### src/rtl/sw_pkg.sv
package sw_pkg;
  localparam int DIGIT_W    = 4;
  localparam int NUM_DIGITS = 3;

  // Modulus of each digit position: tenths and seconds are decimal, tens is 0..5.
  function automatic int digit_modulus(input int idx);
    return (idx == NUM_DIGITS - 1) ? 6 : 10;
  endfunction

  // Next value of a digit with the given modulus.
  function automatic logic [DIGIT_W-1:0] digit_next(input logic [DIGIT_W-1:0] d,
                                                     input int modulus);
    logic [DIGIT_W-1:0] top;
    top = DIGIT_W'(modulus - 1);
    return (d == top) ? '0 : d + DIGIT_W'(1);
  endfunction

  // True when the digit sits at its last value.
  function automatic logic digit_at_top(input logic [DIGIT_W-1:0] d, input int modulus);
    return d == DIGIT_W'(modulus - 1);
  endfunction

  // Tens values that raise the half-minute alert.
  function automatic logic alert_tens(input logic [DIGIT_W-1:0] t);
    return (t == DIGIT_W'(2)) || (t == DIGIT_W'(5));
  endfunction
endpackage

### src/rtl/sw_tick_gen.sv
module sw_tick_gen #(
  parameter int TICK_CYCLES = 25_000_000,
  parameter int SLOW_FACTOR = 10
) (
  input  logic clk,
  input  logic rst_n,
  input  logic pause,
  input  logic slow,
  output logic tick
);
  localparam int LIM_FAST = TICK_CYCLES;
  localparam int LIM_SLOW = TICK_CYCLES * SLOW_FACTOR;
  localparam int CW       = $clog2(LIM_SLOW + 1);
  localparam logic [CW-1:0] LAST_FAST = CW'(LIM_FAST - 1);
  localparam logic [CW-1:0] LAST_SLOW = CW'(LIM_SLOW - 1);

  logic [CW-1:0] phase;
  logic          slow_q;
  logic [CW-1:0] last;
  logic          mode_change;

  assign last        = slow_q ? LAST_SLOW : LAST_FAST;
  assign mode_change = slow != slow_q;
  assign tick        = !pause && !mode_change && (phase == last);

  always_ff @(posedge clk or negedge rst_n) begin
    if (!rst_n) begin
      phase  <= '0;
      slow_q <= 1'b0;
    end else if (mode_change) begin
      slow_q <= slow;
      phase  <= '0;
    end else if (!pause) begin
      phase <= (phase == last) ? '0 : phase + CW'(1);
    end
  end
endmodule

### src/rtl/sw_digit.sv
module sw_digit
  import sw_pkg::*;
#(
  parameter int MODULUS = 10
) (
  input  logic               clk,
  input  logic               rst_n,
  input  logic               clr,
  input  logic               load,
  input  logic [DIGIT_W-1:0] load_val,
  input  logic               en,
  output logic [DIGIT_W-1:0] q,
  output logic               carry
);
  assign carry = en && digit_at_top(q, MODULUS);

  always_ff @(posedge clk or negedge rst_n) begin
    if (!rst_n)      q <= '0;
    else if (clr)    q <= '0;
    else if (load)   q <= load_val;
    else if (en)     q <= digit_next(q, MODULUS);
  end
endmodule

### src/rtl/bcd_stopwatch.sv
module bcd_stopwatch
  import sw_pkg::*;
#(
  parameter int TICK_CYCLES = 25_000_000,
  parameter int SLOW_FACTOR = 10
) (
  input  logic       clk,
  input  logic       rst_n,
  input  logic       clear_n,
  input  logic       preset_n,
  input  logic       pause,
  input  logic       slow,
  output logic [3:0] tenths_o,
  output logic [3:0] secs_o,
  output logic [3:0] tens_o,
  output logic       sec_pulse_o,
  output logic       half_min_o
);
  localparam logic [DIGIT_W-1:0] PRESET_VAL = DIGIT_W'(1);

  logic                             tick_w;
  logic [NUM_DIGITS:0]              en_chain;
  logic [NUM_DIGITS-1:0]            carry_w;
  logic [NUM_DIGITS-1:0][DIGIT_W-1:0] digs;

  sw_tick_gen #(.TICK_CYCLES(TICK_CYCLES), .SLOW_FACTOR(SLOW_FACTOR)) u_tick (
    .clk(clk), .rst_n(rst_n), .pause(pause), .slow(slow), .tick(tick_w)
  );

  assign en_chain[0] = tick_w;

  for (genvar i = 0; i < NUM_DIGITS; i++) begin : g_dig
    sw_digit #(.MODULUS(digit_modulus(i))) u_d (
      .clk(clk), .rst_n(rst_n),
      .clr(!clear_n), .load(!preset_n), .load_val(PRESET_VAL),
      .en(en_chain[i]), .q(digs[i]), .carry(carry_w[i])
    );
    assign en_chain[i+1] = carry_w[i];
  end

  assign tenths_o    = digs[0];
  assign secs_o      = digs[1];
  assign tens_o      = digs[2];
  assign sec_pulse_o = carry_w[0];
  assign half_min_o  = carry_w[1] && alert_tens(digs[2]);
endmodule

### config.mk
export PLATFORM = sky130hd
export DESIGN_NAME = bcd_stopwatch
export DESIGN_NICKNAME = d
export VERILOG_FILES = /design/src/rtl/sw_pkg.sv /design/src/rtl/sw_tick_gen.sv /design/src/rtl/sw_digit.sv /design/src/rtl/bcd_stopwatch.sv
export SDC_FILE = /design/constraint.sdc
export NUM_CORES = 1
export LEC_CHECK = 0
export ABC_AREA = 1
export BUFFER_PORTS_ARGS = -buffer_cell sky130_fd_sc_hd__buf_2
export CAP_MARGIN = 25
export CORE_AREA = 5 5 83 123
export CTS_CLUSTER_DIAMETER = 30
export DETAILED_ROUTE_END_ITERATION = 7
export DIE_AREA = 0 0 88 128
export PLACE_DENSITY = 0.57
export SYNTH_ARGS = -nofsm -noshare
export SYNTH_HDL_FRONTEND = slang
export SYNTH_SLANG_ARGS = --single-unit
export TNS_END_PERCENT = 1
### constraint.sdc
create_clock -name clk -period 2.08 [get_ports clk]
set_clock_uncertainty 0.1 [all_clocks]
set_input_delay 0.208 -clock clk [delete_from_list [all_inputs] [get_ports clk]]
set_output_delay 0.208 -clock clk [all_outputs]
set_load 0.005 [all_outputs]
; ---- Word level (Yosys, flattened, before mapping)
; Cells that the tools add are included.
[classes]
reduce_logical = 8
eq_ne = 10
muxes = 16
n_addsub = 4
[ops]
columns = operator, n
row1 = 28-bit two-way mux, 4
row2 = 4-bit two-way mux, 12
row3 = "28-bit by 1-bit adder with 28-bit output, second input constant", 1
row4 = 28-bit equality test, 1
row5 = "4-bit by 1-bit adder with 4-bit output, second input constant", 3
row6 = "3-bit by 2-bit inequality test with 1-bit output, second input constant", 3
row7 = "4-bit equality test, second input constant", 2
row8 = 1-bit logical AND, 5
row9 = "4-bit by 2-bit equality test with 1-bit output, second input constant", 1
row10 = "4-bit by 3-bit equality test with 1-bit output, second input constant", 1
row11 = 1-bit zero test, 2
row12 = "2-bit by 1-bit inequality test with 1-bit output, second input constant", 1
row13 = 1-bit logical OR, 1
row14 = 1-bit inequality test, 1
[word_totals]
reg_bits = 41
output_inout_bits = 14
word_cells = 43
inputBits = 6

; ---- Depth between registers and ports, before layout
; Gate-level depths: netlist of the first run.
[depth]
ltp_word = 9
ltp_mapped = 12
ltp_nobuf = 12

; ---- Modules after synthesis
; A second synthesis of the first run with hierarchy kept.
[unflattened]
cells_unflattened = 468
hier_area_um2 = 3100.5
[by_module_without_submodules]
columns = module, area_each_um2, cells_per_inst, instances, seq_area_each_um2
row1 = sw_tick_gen, 2203.4, 318, 1, 725.7
row2 = sw_digit at g_dig[0].u_d ..., 286.5, 47, 2, 100.1
row3 = sw_digit at g_dig[2].u_d, 271.5, 44, 1, 100.1
row4 = bcd_stopwatch, 52.6, 12, 1, 0.0

; ---- Worst setup path after synthesis of the first run
; Ideal clock, no wire load.
[synth_path]
path_type = register to output
startpoint = reg u_tick.phase[0]
endpoint = out half_min_o
n_path_buf = 1
required_time_ps = 1772
arrival_ps = 1569
setup_slack_ps = 203
path_stages_with_launch = 11
path_cell_list = dfrtp_1 ha_1 nand3_2 nor2_4 nand3_2 nor2_2 nand3_2 buf_6 nor3_4 nand2_1 nor2_2
[synth_between]
elab_chain_len = 5
[synth_lines]
columns = item, line
row1 = from (decl), sw_tick_gen.sv:17  ; logic [CW-1:0] phase;
row2 = from (signal assigned), sw_tick_gen.sv:34  ; phase <= (phase == last) ? '0 : phase + CW'(1);
row3 = 28-bit equality test, sw_tick_gen.sv:24  ; assign tick = !pause && !mode_change && (phase == last);
row4 = 1-bit logical AND, sw_tick_gen.sv:24
row5 = 1-bit logical AND, sw_digit.sv:15  ; assign carry = en && digit_at_top(q, MODULUS);
row6 = net sec_pulse_o, bcd_stopwatch.sv:16  ; output logic sec_pulse_o,
row7 = 1-bit logical AND, sw_digit.sv:15
row8 = 1-bit logical AND, bcd_stopwatch.sv:45  ; assign half_min_o = carry_w[1] && alert_tens(digs[2]);
row9 = to (decl), bcd_stopwatch.sv:17  ; output logic half_min_o
; The timed path passes the listed nets, and every way through them passes these cells.

; ---- Worst setup path in the final report of the first run
[layout_path]
startpoint = reg u_tick.phase[0]
endpoint = out half_min_o
[layout_between]
elab_chain_len = 5
[layout_lines]
columns = item, line
row1 = 28-bit equality test, sw_tick_gen.sv:24
row2 = 1-bit logical AND, sw_tick_gen.sv:24
row3 = 1-bit logical AND (2 in series), sw_digit.sv:15
row4 = 1-bit logical AND, bcd_stopwatch.sv:45
; Every way passes these cells.

==> results of run 1 <==
[power groups by stage]
stage               sequential, uW  clock, uW  combinational, uW
detailed placement             842          0                132
CTS                            826        785                145
floorplan                      838          0               67.4
global route                   830        813                172
finish                         828        755                151
global placement               841          0                131
[path summary, 6_finish.rpt]
| kind | startpoint | endpoint | slack [ps] | depth (start not counted) |
|---|---|---|---|---|
| max in group asynchronous | rst_n | u_tick.phase[11]$_DFFE_PN0P_ | 1130 | 3 |
| worst max-delay path | u_tick.phase[0]$_DFFE_PN0P_ | half_min_o | 5 | 10 |
| worst min register to register | g_dig[0].u_d.q[3]$_DFFE_PN0P_ | g_dig[0].u_d.q[3]$_DFFE_PN0P_ | 470 | 2 |
| min in group asynchronous | rst_n | g_dig[1].u_d.q[2]$_DFFE_PN0P_ | 220 | 2 |
| worst max register to register | u_tick.phase[0]$_DFFE_PN0P_ | g_dig[0].u_d.q[3]$_DFFE_PN0P_ | 240 | 11 |
| worst min-delay path | clear_n | g_dig[1].u_d.q[0]$_DFFE_PN0P_ | 120 | 3 |
[synth_stat cells, types with 4 or more instances]
library cell and count:
o22ai_1 13, nand3_1 42, ha_1 5, xor2_1 13
nand2_2 4, nor2_1 41, nor2_2 4, dfrtp_1 41
o21ai_0 23, nand2_1 88, nor3_1 14, clkbuf_1 5
inv_1 53, nand4_1 15, a21oi_1 7
[layer usage]
layer,up-vias,global-route usage (%),wire length [um]
li1,1390,-,-
met1,1280,15.2,2890
met2,79,27.0,4190
met3,20,2.57,381
met4,0,6.68,283
met5,-,0,0
[what timing repair did]
action | CTS | global route
resized for setup | 3 | 25
hold endpoints to repair | 10 | 0
endpoints found under the setup margin | 2 | 4
hold buffers | 2 | 0
setup buffers | 5 | 10
pin swaps | 2 | 6
[state kept, by name, indices dropped and copies added, names as in the netlist]
signal,flops
u_tick.phase,28
g_dig.u_d.q,12
u_tick.slow_q,1
[placed cells by master, fill, tap and decap left out, drive strengths merged]
master | netlist | layout
a21o | 1 | 1
and2 | 1 | 1
clkinv | 2 | 4
a21oi | 7 | 7
nor2 | 46 | 46
dfrtp | 41 | 41
buf | 3 | 50
a31oi | 1 | 1
nand2 | 92 | 92
nor4 | 2 | 2
ha | 5 | 5
nand3 | 45 | 45
xnor2 | 3 | 3
clkbuf | 5 | 6
xor2 | 13 | 13
inv | 55 | 55
dlygate4sd3 | 0 | 2
o21ai | 26 | 26
nand4 | 15 | 15
o22ai | 13 | 13
nor3 | 15 | 15
[critical path: cells and delay by family, from the launching register on]
family	cells	cell delay, ps
flip-flops	1	380
adder cells (fa/ha/maj)	1	160
AND/OR/NAND/NOR	8	820
buffers and inverters	1	110
[through the flow]
step	worst slack, ps	cells	util, %
floorplan	203	391	-
global placement	207	530	33.5
detailed placement	179	530	33.5
CTS	-19.8	545	35.8
global route	-101	555	37.2
finish	5.18	555	37.2
[cell type report]
class | instances | area [um2]
Multi-Input combinational cell | 285 | 1500
Inverter | 57 | 219
Fill cell | 964 | 5710
Clock buffer | 6 | 129
Tap cell | 112 | 140
Sequential cell | 41 | 1030
Clock inverter | 2 | 10.0
Timing Repair Buffer | 52 | 358
[kinds of logic after synthesis]
group                    after synthesis  share of synthesized area (%)
adder cells (fa/ha/maj)                5                           2.29
AND/OR/NAND/NOR                      216                           36.1
AO/OA/AOI/OAI                         48                           9.67
buffers and inverters                 65                           9.30
XOR/XNOR                              16                           5.13
flip-flops                            41                           37.6
==> flow_summary.ini, run 1 <==
[setup_path]
crit_chain = ha_4 > nand3_4 > nor2_4 > nand3_2 > nor2_2 > nand3_2 > nor3_4 > nand2_2 > nor2_2 > buf_2
worstPathRequired_ps = 1770
startpoint_type = flip-flop
worstSetupPathType = flip-flop to primary output
crit_path_end_kind = primary output
max_stage_delay_ps = 380
cp_data_arrival_time_ps = 1770
critPathSlowestCell = dfrtp_1
path_max_fanout = 3

[cts]
clock_sinks = 41
h-tree-depth = 2
cts_tree = done
cts_root_buf = clkbuf_16
cts_made_buffers = 5
clockBufferDepth = 2
clkLatencyLatePin_ps = 290
clkTransAtPathRegs_ps = 60

[synthesis]
synth_ff_type = dfrtp_1
synth_area_leader_cell = dfrtp_1
yosys-top-cells-area = dfrtp_1 (38%), nand2_1 (12%), nand3_1 (7.7%)
ys_seq_area_share_pct = 37.6
yosys_warnings = 0
synthCells = 391
syn_area_um2 = 2730
ys_ff_latch = 41
synth_top_area_share_pct = 37.6
ys_async_sr_fraction_pct = 100
synth-edff-count = 0
synth.distinct_cells = 29
syn_area_per_cell_um2 = 6.99
syn_nets = 402

[pwr]
vdd_drop_max_v = 0.000320
p_comb_share_pct = 8.7
internal_power_uw = 1310
power_leakage_uw = 0.00152
pwr-share-seq_pct = 47.7
switching_share_pct = 24.6
p_switching_uw = 427
totalPowerFinal_uw = 1730
p_clk_share_pct = 43.5
p_per_area_nw_per_um2 = 512

[finish]
drive_gt1_share_pct = 21.0
antenna_cells = 0
syn_to_final_growth_pct = 24.0
nets = 453
finalInstanceArea_um2 = 3390

[timing]
finalSetupViolations = 0
slew_viol_final = 0
max_freq_mhz = 482
worstMarginPinSlew_ps = 473
fin_crit_ps = 2070
setup_tns_ps = 0
fin_crit_sh_pct = 99.8
holdWs_ps = 117
max-slew-margin-rel_pct = 68.4
hold_viol_final = 0
rsz0062_at_grt = yes

[global_routing]
overflow = 0
grt_max_degree = 19
grt_pass1_vias = 2646
grt_pass1_wl_um = 12600
antenna_found_initial = 0
grtUsageTotal_pct = 14.5

[floorplanning]
die_area_um2 = 11300
fp.dieW_um = 88
io_pins = 20
start_util_pct = 30.0
die_h_um = 128
core-area_um2 = 9090
num_rows = 43

[route]
vias = 2769
wl_um = 7740
drt-vias-per-instance = 4.99
drc = 0
initialDrtViolationCount = 168
routedWlPerCell_um = 13.9
drt-pass1-iter-count = 4
ant_nets = 0

[worst_hold_path]
min_path_type = input pin to flip-flop

[placement]
numPortBuffers = 19
place_congestion = 0.948
hpwl_um = 5840
dpl-instance-area_um2 = 3050

[job]
cap_violations = 0

[status]
status = completed
(Power assumes the default switching activity.)
==> inputs of run 2 (changes only) <==
Settings changed: CORE_AREA 5 5 83 123 to 5 5 62 91, DIE_AREA 0 0 88 128 to 0 0 67 96, PLACE_DENSITY 0.57 to 0.88, SETUP_SLACK_MARGIN from default to 0.3.
==> flow_summary.ini, run 2 (synthesis gave the netlist of run 1 again) <==
[status]
status = finished with violations
violations = setup timing

[worst_hold_path]
min_path_type = input pin to flip-flop
min_to = g_dig[1].u_d.q[0]$_DFFE_PN0P_
hold_depth = 3
hp-start = clear_n

[setup_path]
crit_chain = buf_6 > xor2_2 > nor2_1 > inv_1 > nor3_4 > nand2_2 > nor2_2 > buf_2
crit_family = simple AND/OR/NAND/NOR gates
path_max_fanout = 3
max_stage_delay_ps = 440
worstSetupPathType = flip-flop to primary output
startpoint_type = flip-flop
critPathSlowestCell = dfrtp_2
worstPathRequired_ps = 1770
r2r_end = g_dig[2].u_d.q[0]$_DFFE_PN0P_
crit_path_end_kind = primary output
reg2reg_from = u_tick.phase[1]$_DFFE_PN0P_
rr_worst_depth = 10
ff2ff_setup_slack_ps = 110
cp_data_arrival_time_ps = 1880
cp_num_buf_inv = 3

[floorplanning]
start_util_pct = 57.3
io_pins = 20
die_area_um2 = 6430
fp.dieW_um = 67
num_rows = 31
core-area_um2 = 4770
die_h_um = 96

[cts]
h-tree-depth = 2
clkTransAtPathRegs_ps = 90
cts_root_buf = clkbuf_8
cts_made_buffers = 5
clockBufferDepth = 2
clkLatencyLatePin_ps = 300
clock_sinks = 41
cts_tree = done

[finish]
drive_gt1_share_pct = 20.1
fill_cells = 350
nets = 448
antenna_cells = 0
largestRegisters = u_tick.phase (28), g_dig.u_d.q (12), u_tick.slow_q (1)
mostFrequentLayoutCell = nand2_1
top_register = u_tick.phase
largest_reg_flops = 28
finalInstanceArea_um2 = 3370
layout_common_cells = nand2_1 (87), inv_1 (51), nand3_1 (41)
syn_to_final_growth_pct = 23.3

[placement]
dpl-instance-area_um2 = 2990
numPortBuffers = 19
hpwl_um = 5500
place_congestion = 0.937

[timing]
hold_viol_final = 0
max_freq_mhz = 458
max-slew-margin-rel_pct = 73.6
fin_crit_sh_pct = 105
rsz0062_at_grt = yes
finalSetupViolations = 2
setup_ws_ps = -104
holdWs_ps = 84.2
worstMarginPinSlew_ps = 393
setup_tns_ps = -171
slew_viol_final = 0
fin_crit_ps = 2180

[global_routing]
grtUsageTotal_pct = 26.8
grt_pass1_vias = 2959
grt_max_degree = 42
overflow = 0
grt_pass1_wl_um = 13100
antenna_found_initial = 0

[route]
ant_nets = 0
routedWlPerCell_um = 16.5
vias = 3017
drt-pass1-iter-count = 5
initialDrtViolationCount = 303
wl_um = 8290
drc = 0
drt-vias-per-instance = 5.99

[job]
cap_violations = 0

[pwr]
vdd_drop_max_v = 0.000565
p_per_area_nw_per_um2 = 524
power_leakage_uw = 0.00151
==> run 2: changes by cell type in the layout (fill, tap and decap cells not counted), moves of 5 or more <==
| cell | previous run | this run |
|---|---|---|
| buf_4 | 30 | 24 |
| clkbuf_16 | 5 | 0 |
| clkbuf_8 | 0 | 5 |
| nor2_4 | 1 | 6 |
==> run 2: where the power goes <==
group	internal (uW)	leakage [uW]	switching (uW)
sequential	808	0.000560	18.3
combinational	62.8	0.000878	109
clock	477	0.0000681	290
==> run 2: worst max-delay path by stage <==
stage / startpoint / endpoint / slack (ps) / depth (start not counted)
final: u_tick.slow_q$_DFFE_PN0P_ / half_min_o / -100 / 8
after global routing: u_tick.slow_q$_DFFE_PN0P_ / half_min_o / -140 / 8
after CTS: u_tick.slow_q$_DFFE_PN0P_ / half_min_o / 10 / 10
after detailed placement: u_tick.phase[0]$_DFFE_PN0P_ / u_tick.phase[20]$_DFFE_PN0P_ / 50 / 10
after global placement: u_tick.phase[0]$_DFFE_PN0P_ / u_tick.phase[20]$_DFFE_PN0P_ / 120 / 10
after floorplan: u_tick.phase[0]$_DFFE_PN0P_ / half_min_o / 210 / 10
==> run 2: cell type report <==
cell class / count / area [um2] / area share [%]
Timing Repair Buffer: 47 / 327 / 9.70
Sequential cell: 41 / 1030 / 30.6
Tap cell: 66 / 82.6 / 2.45
Inverter: 57 / 218 / 6.47
Multi-Input combinational cell: 285 / 1580 / 46.8
Clock inverter: 3 / 65.1 / 1.93
Clock buffer: 5 / 68.8 / 2.04
==> run 2: what timing repair did <==
item	in CTS	in global routing
hold endpoints to repair	42	0
hold buffers	2	0
endpoints found under the setup margin	42	42
cloned	0	0
gates resized for setup	11	23
buffers inserted	10	2
pin swaps	5	10
==> run 2: routing by layer <==
layer  wire length (um)  vias to the layer above  share of wire, %  GRT usage, %
li1                   -                     1370                 -             -
met1               2900                     1428                35          26.7
met2               4260                      159                51          48.4
met3                461                       60               5.6          4.91
met4                670                        0               8.1          19.0
met5                  0                        -                 0             0
==> run 2: tightest hold or removal path, cell delays in order <==
cell	delay, ps
buf_2	130
nand3_1	80
nand2_1	40
==> run 2: stage by stage <==
step | util (%) | cells | setup slack (ps) | power (uW)
2_1_floorplan | - | 391 | 208 | 906
3_3_place_gp | 62.7 | 482 | 115 | 964
3_5_place_dp | 62.7 | 482 | 50.1 | 969
4_1_cts | 68.3 | 502 | 13.6 | 1740
5_1_grt | 70.6 | 504 | -140 | 1820
6_report | 70.6 | 504 | -104 | 1770
==> inputs of run 3 (changes only) <==
Settings changed: ABC_AREA 1 to 0, CORE_AREA 5 5 62 91 to 5 5 60 89, CTS_BUF_LIST from default to sky130_fd_sc_hd__clkbuf_8 sky130_fd_sc_hd__clkbuf_16, DIE_AREA 0 0 67 96 to 0 0 65 94.
==> flow_summary.ini, run 3 <==
[finish]
nets = 406
drive_gt1_share_pct = 34.4
largest_reg_flops = 28
antenna_cells = 0
utilization_pct = 81.0
syn_to_final_growth_pct = 40.4
mostFrequentLayoutCell = buf_4
instances_no_fill = 443
largestRegisters = u_tick.phase (28), g_dig.u_d.q (12), u_tick.slow_q (1)
finalInstanceArea_um2 = 3620
layout_common_cells = buf_4 (70), dfrtp_1 (41), nand3_1 (27), a31oi_1 (27), nand2_1 (21)
top_register = u_tick.phase

[worst_hold_path]
min_to = g_dig[0].u_d.q[0]$_DFFE_PN0P_
hp-start = preset_n
min_path_type = input pin to flip-flop
hold_depth = 2

[timing]
rsz0062_at_grt = yes
holdWs_ps = 39.6
max-slew-margin-rel_pct = 56.2
setup_ws_ps = -1140
slew_viol_final = 0
worstMarginPinSlew_ps = 654
finalSetupViolations = 42
fin_crit_ps = 3220
max_freq_mhz = 310
hold_viol_final = 0
fin_crit_sh_pct = 155

[pwr]
p_per_area_nw_per_um2 = 465
totalPowerFinal_uw = 1680
power_leakage_uw = 0.00146
vdd_drop_max_v = 0.000490

[route]
ant_nets = 0
vias = 3444
routedWlPerCell_um = 27.1
drt-pass1-iter-count = 6
drc = 0
initialDrtViolationCount = 661
drt-vias-per-instance = 7.77
wl_um = 12000

[setup_path]
startpoint_type = flip-flop
worstPathRequired_ps = 2190
worstSetupPathType = flip-flop to flip-flop
reg2reg_from = u_tick.phase[24]$_DFFE_PN0P_
r2r_end = g_dig[1].u_d.q[2]$_DFFE_PN0P_
ff2ff_setup_slack_ps = -1140
path_max_fanout = 4
crit_path_end_kind = flip-flop
cp_data_arrival_time_ps = 3340
rr_worst_depth = 6

[placement]
place_inst = 427
dpl-instance-area_um2 = 3240
place_congestion = 0.897
hpwl_um = 5860
numPortBuffers = 19

[synthesis]
syn_nets = 317
synth.distinct_cells = 47
synth-edff-count = 0
synth_ff_type = dfrtp_1
synthCells = 306
yosysMostFrequentCell = dfrtp_1
synth_top_area_share_pct = 39.8
syn_area_per_cell_um2 = 8.42
yosys-top-cells-area = dfrtp_1 (40%), a31oi_1 (8.0%), nand3_1 (5.2%)
syn_area_um2 = 2580
synth_common_cells = dfrtp_1 (41), a31oi_1 (33), nand3_1 (27)
ys_seq_area_share_pct = 39.8
yosys_warnings = 0
synth_area_leader_cell = dfrtp_1
ys_async_sr_fraction_pct = 100
ys_ff_latch = 41

[floorplanning]
io_pins = 20
die_area_um2 = 6110
fp.dieW_um = 65
core-area_um2 = 4470
start_util_pct = 57.7
die_h_um = 94
num_rows = 30

[status]
violations = setup timing
status = finished with violations

[job]
cap_violations = 0

[cts]
cts_tree = done
h-tree-depth = 2
cts_root_buf = clkbuf_8
cts_made_buffers = 5
clock_sinks = 41
clockBufferDepth = 2
clkLatencyLatePin_ps = 310
clkTransAtPathRegs_ps = 100

[global_routing]
grt_max_degree = 42
overflow = 0
grt_pass1_wl_um = 16300
antenna_found_initial = 0
grt_pass1_vias = 3300
grtUsageTotal_pct = 35.1
-- run 3: changes by cell type after synthesis, sizes merged, moves of 11 or more --
cell,previous run,this run
nor2,46,14
nand2,92,23
xor2,13,1
o21ai,26,7
a31oi,1,33
nand3,45,27
inv,55,17
or4,0,11
-- run 3: final cells by class --
class                   count  area [um2]
multi-input cells         229        1590
flip-flops and latches     41        1030
fillers                   228         851
repair buffers            101         773
clock buffers               5        68.8
inverters                  17        63.8
well taps                  48        60.1
clock inverters             2        35.0
-- run 3: power breakdown --
part,switching (uW),total [uW],internal [uW]
logic,129,204,74.9
clock network,310,660,350
registers,11.2,817,806
total,450,1680,1230
-- run 3: kinds of logic (layout without fill, tap and decap cells) --
| logic type | Yosys count | after routing | synth area share (%) |
|---|---|---|---|
| adders and majority gates | 5 | 5 | 2.43 |
| xor gates and xnor gates | 2 | 2 | 0.680 |
| and+or+nand+nor | 136 | 136 | 29.6 |
| AOI/OAI and AO/OA | 86 | 86 | 22.1 |
| buffers and inverters | 36 | 125 | 5.39 |
| DFF | 41 | 41 | 39.8 |
-- run 3: critical path, stage by stage (launching register included) --
cell and delay [ps]:
dfrtp_1 430, or4b_1 670, or3_4 450, a2111o_1 500, buf_2 200, or4_4 560, a21oi_2 220
-- run 3: worst max-delay path by stage --
stage                               endpoint  cells past startpoint                         start
2_1_floorplan  g_dig[0].u_d.q[1]$_DFFE_PN0P_                      6  u_tick.phase[14]$_DFFE_PN0P_
3_3_place_gp   g_dig[0].u_d.q[0]$_DFFE_PN0P_                      6  u_tick.phase[11]$_DFFE_PN0P_
3_5_place_dp   g_dig[0].u_d.q[0]$_DFFE_PN0P_                      6  u_tick.phase[11]$_DFFE_PN0P_
4_1_cts                          sec_pulse_o                      7  u_tick.phase[24]$_DFFE_PN0P_
5_1_grt                           half_min_o                      6  u_tick.phase[14]$_DFFE_PN0P_
6_report       g_dig[1].u_d.q[2]$_DFFE_PN0P_                      6  u_tick.phase[24]$_DFFE_PN0P_
-- run 3: through the flow --
step	TNS, ps	setup WS [ps]
2_1_floorplan	-19730	-526
3_3_place_gp	-19170	-588
3_5_place_dp	-21230	-658
4_1_cts	-23280	-689
5_1_grt	-40890	-1160
6_report	-38190	-1140
-- run 3: what timing repair did --
item	CTS	global route
setup endpoints to repair	42	42
endpoints found under the hold margin	42	0
gates cloned	1	0
hold buffers	2	0
setup buffers	5	1
gates resized for setup	16	24
pin swaps	12	9
-- run 3: per-layer routing --
layer / vias to the layer above / track usage (%) / routed length (um) / share of wire, %
li1: 1363 / - / - / -
met1: 1568 / 36.0 / 3790 / 32
met2: 364 / 60.9 / 5560 / 46
met3: 149 / 7.66 / 1380 / 11
met4: 0 / 26.6 / 1280 / 11
met5: - / 0 / 0 / 0
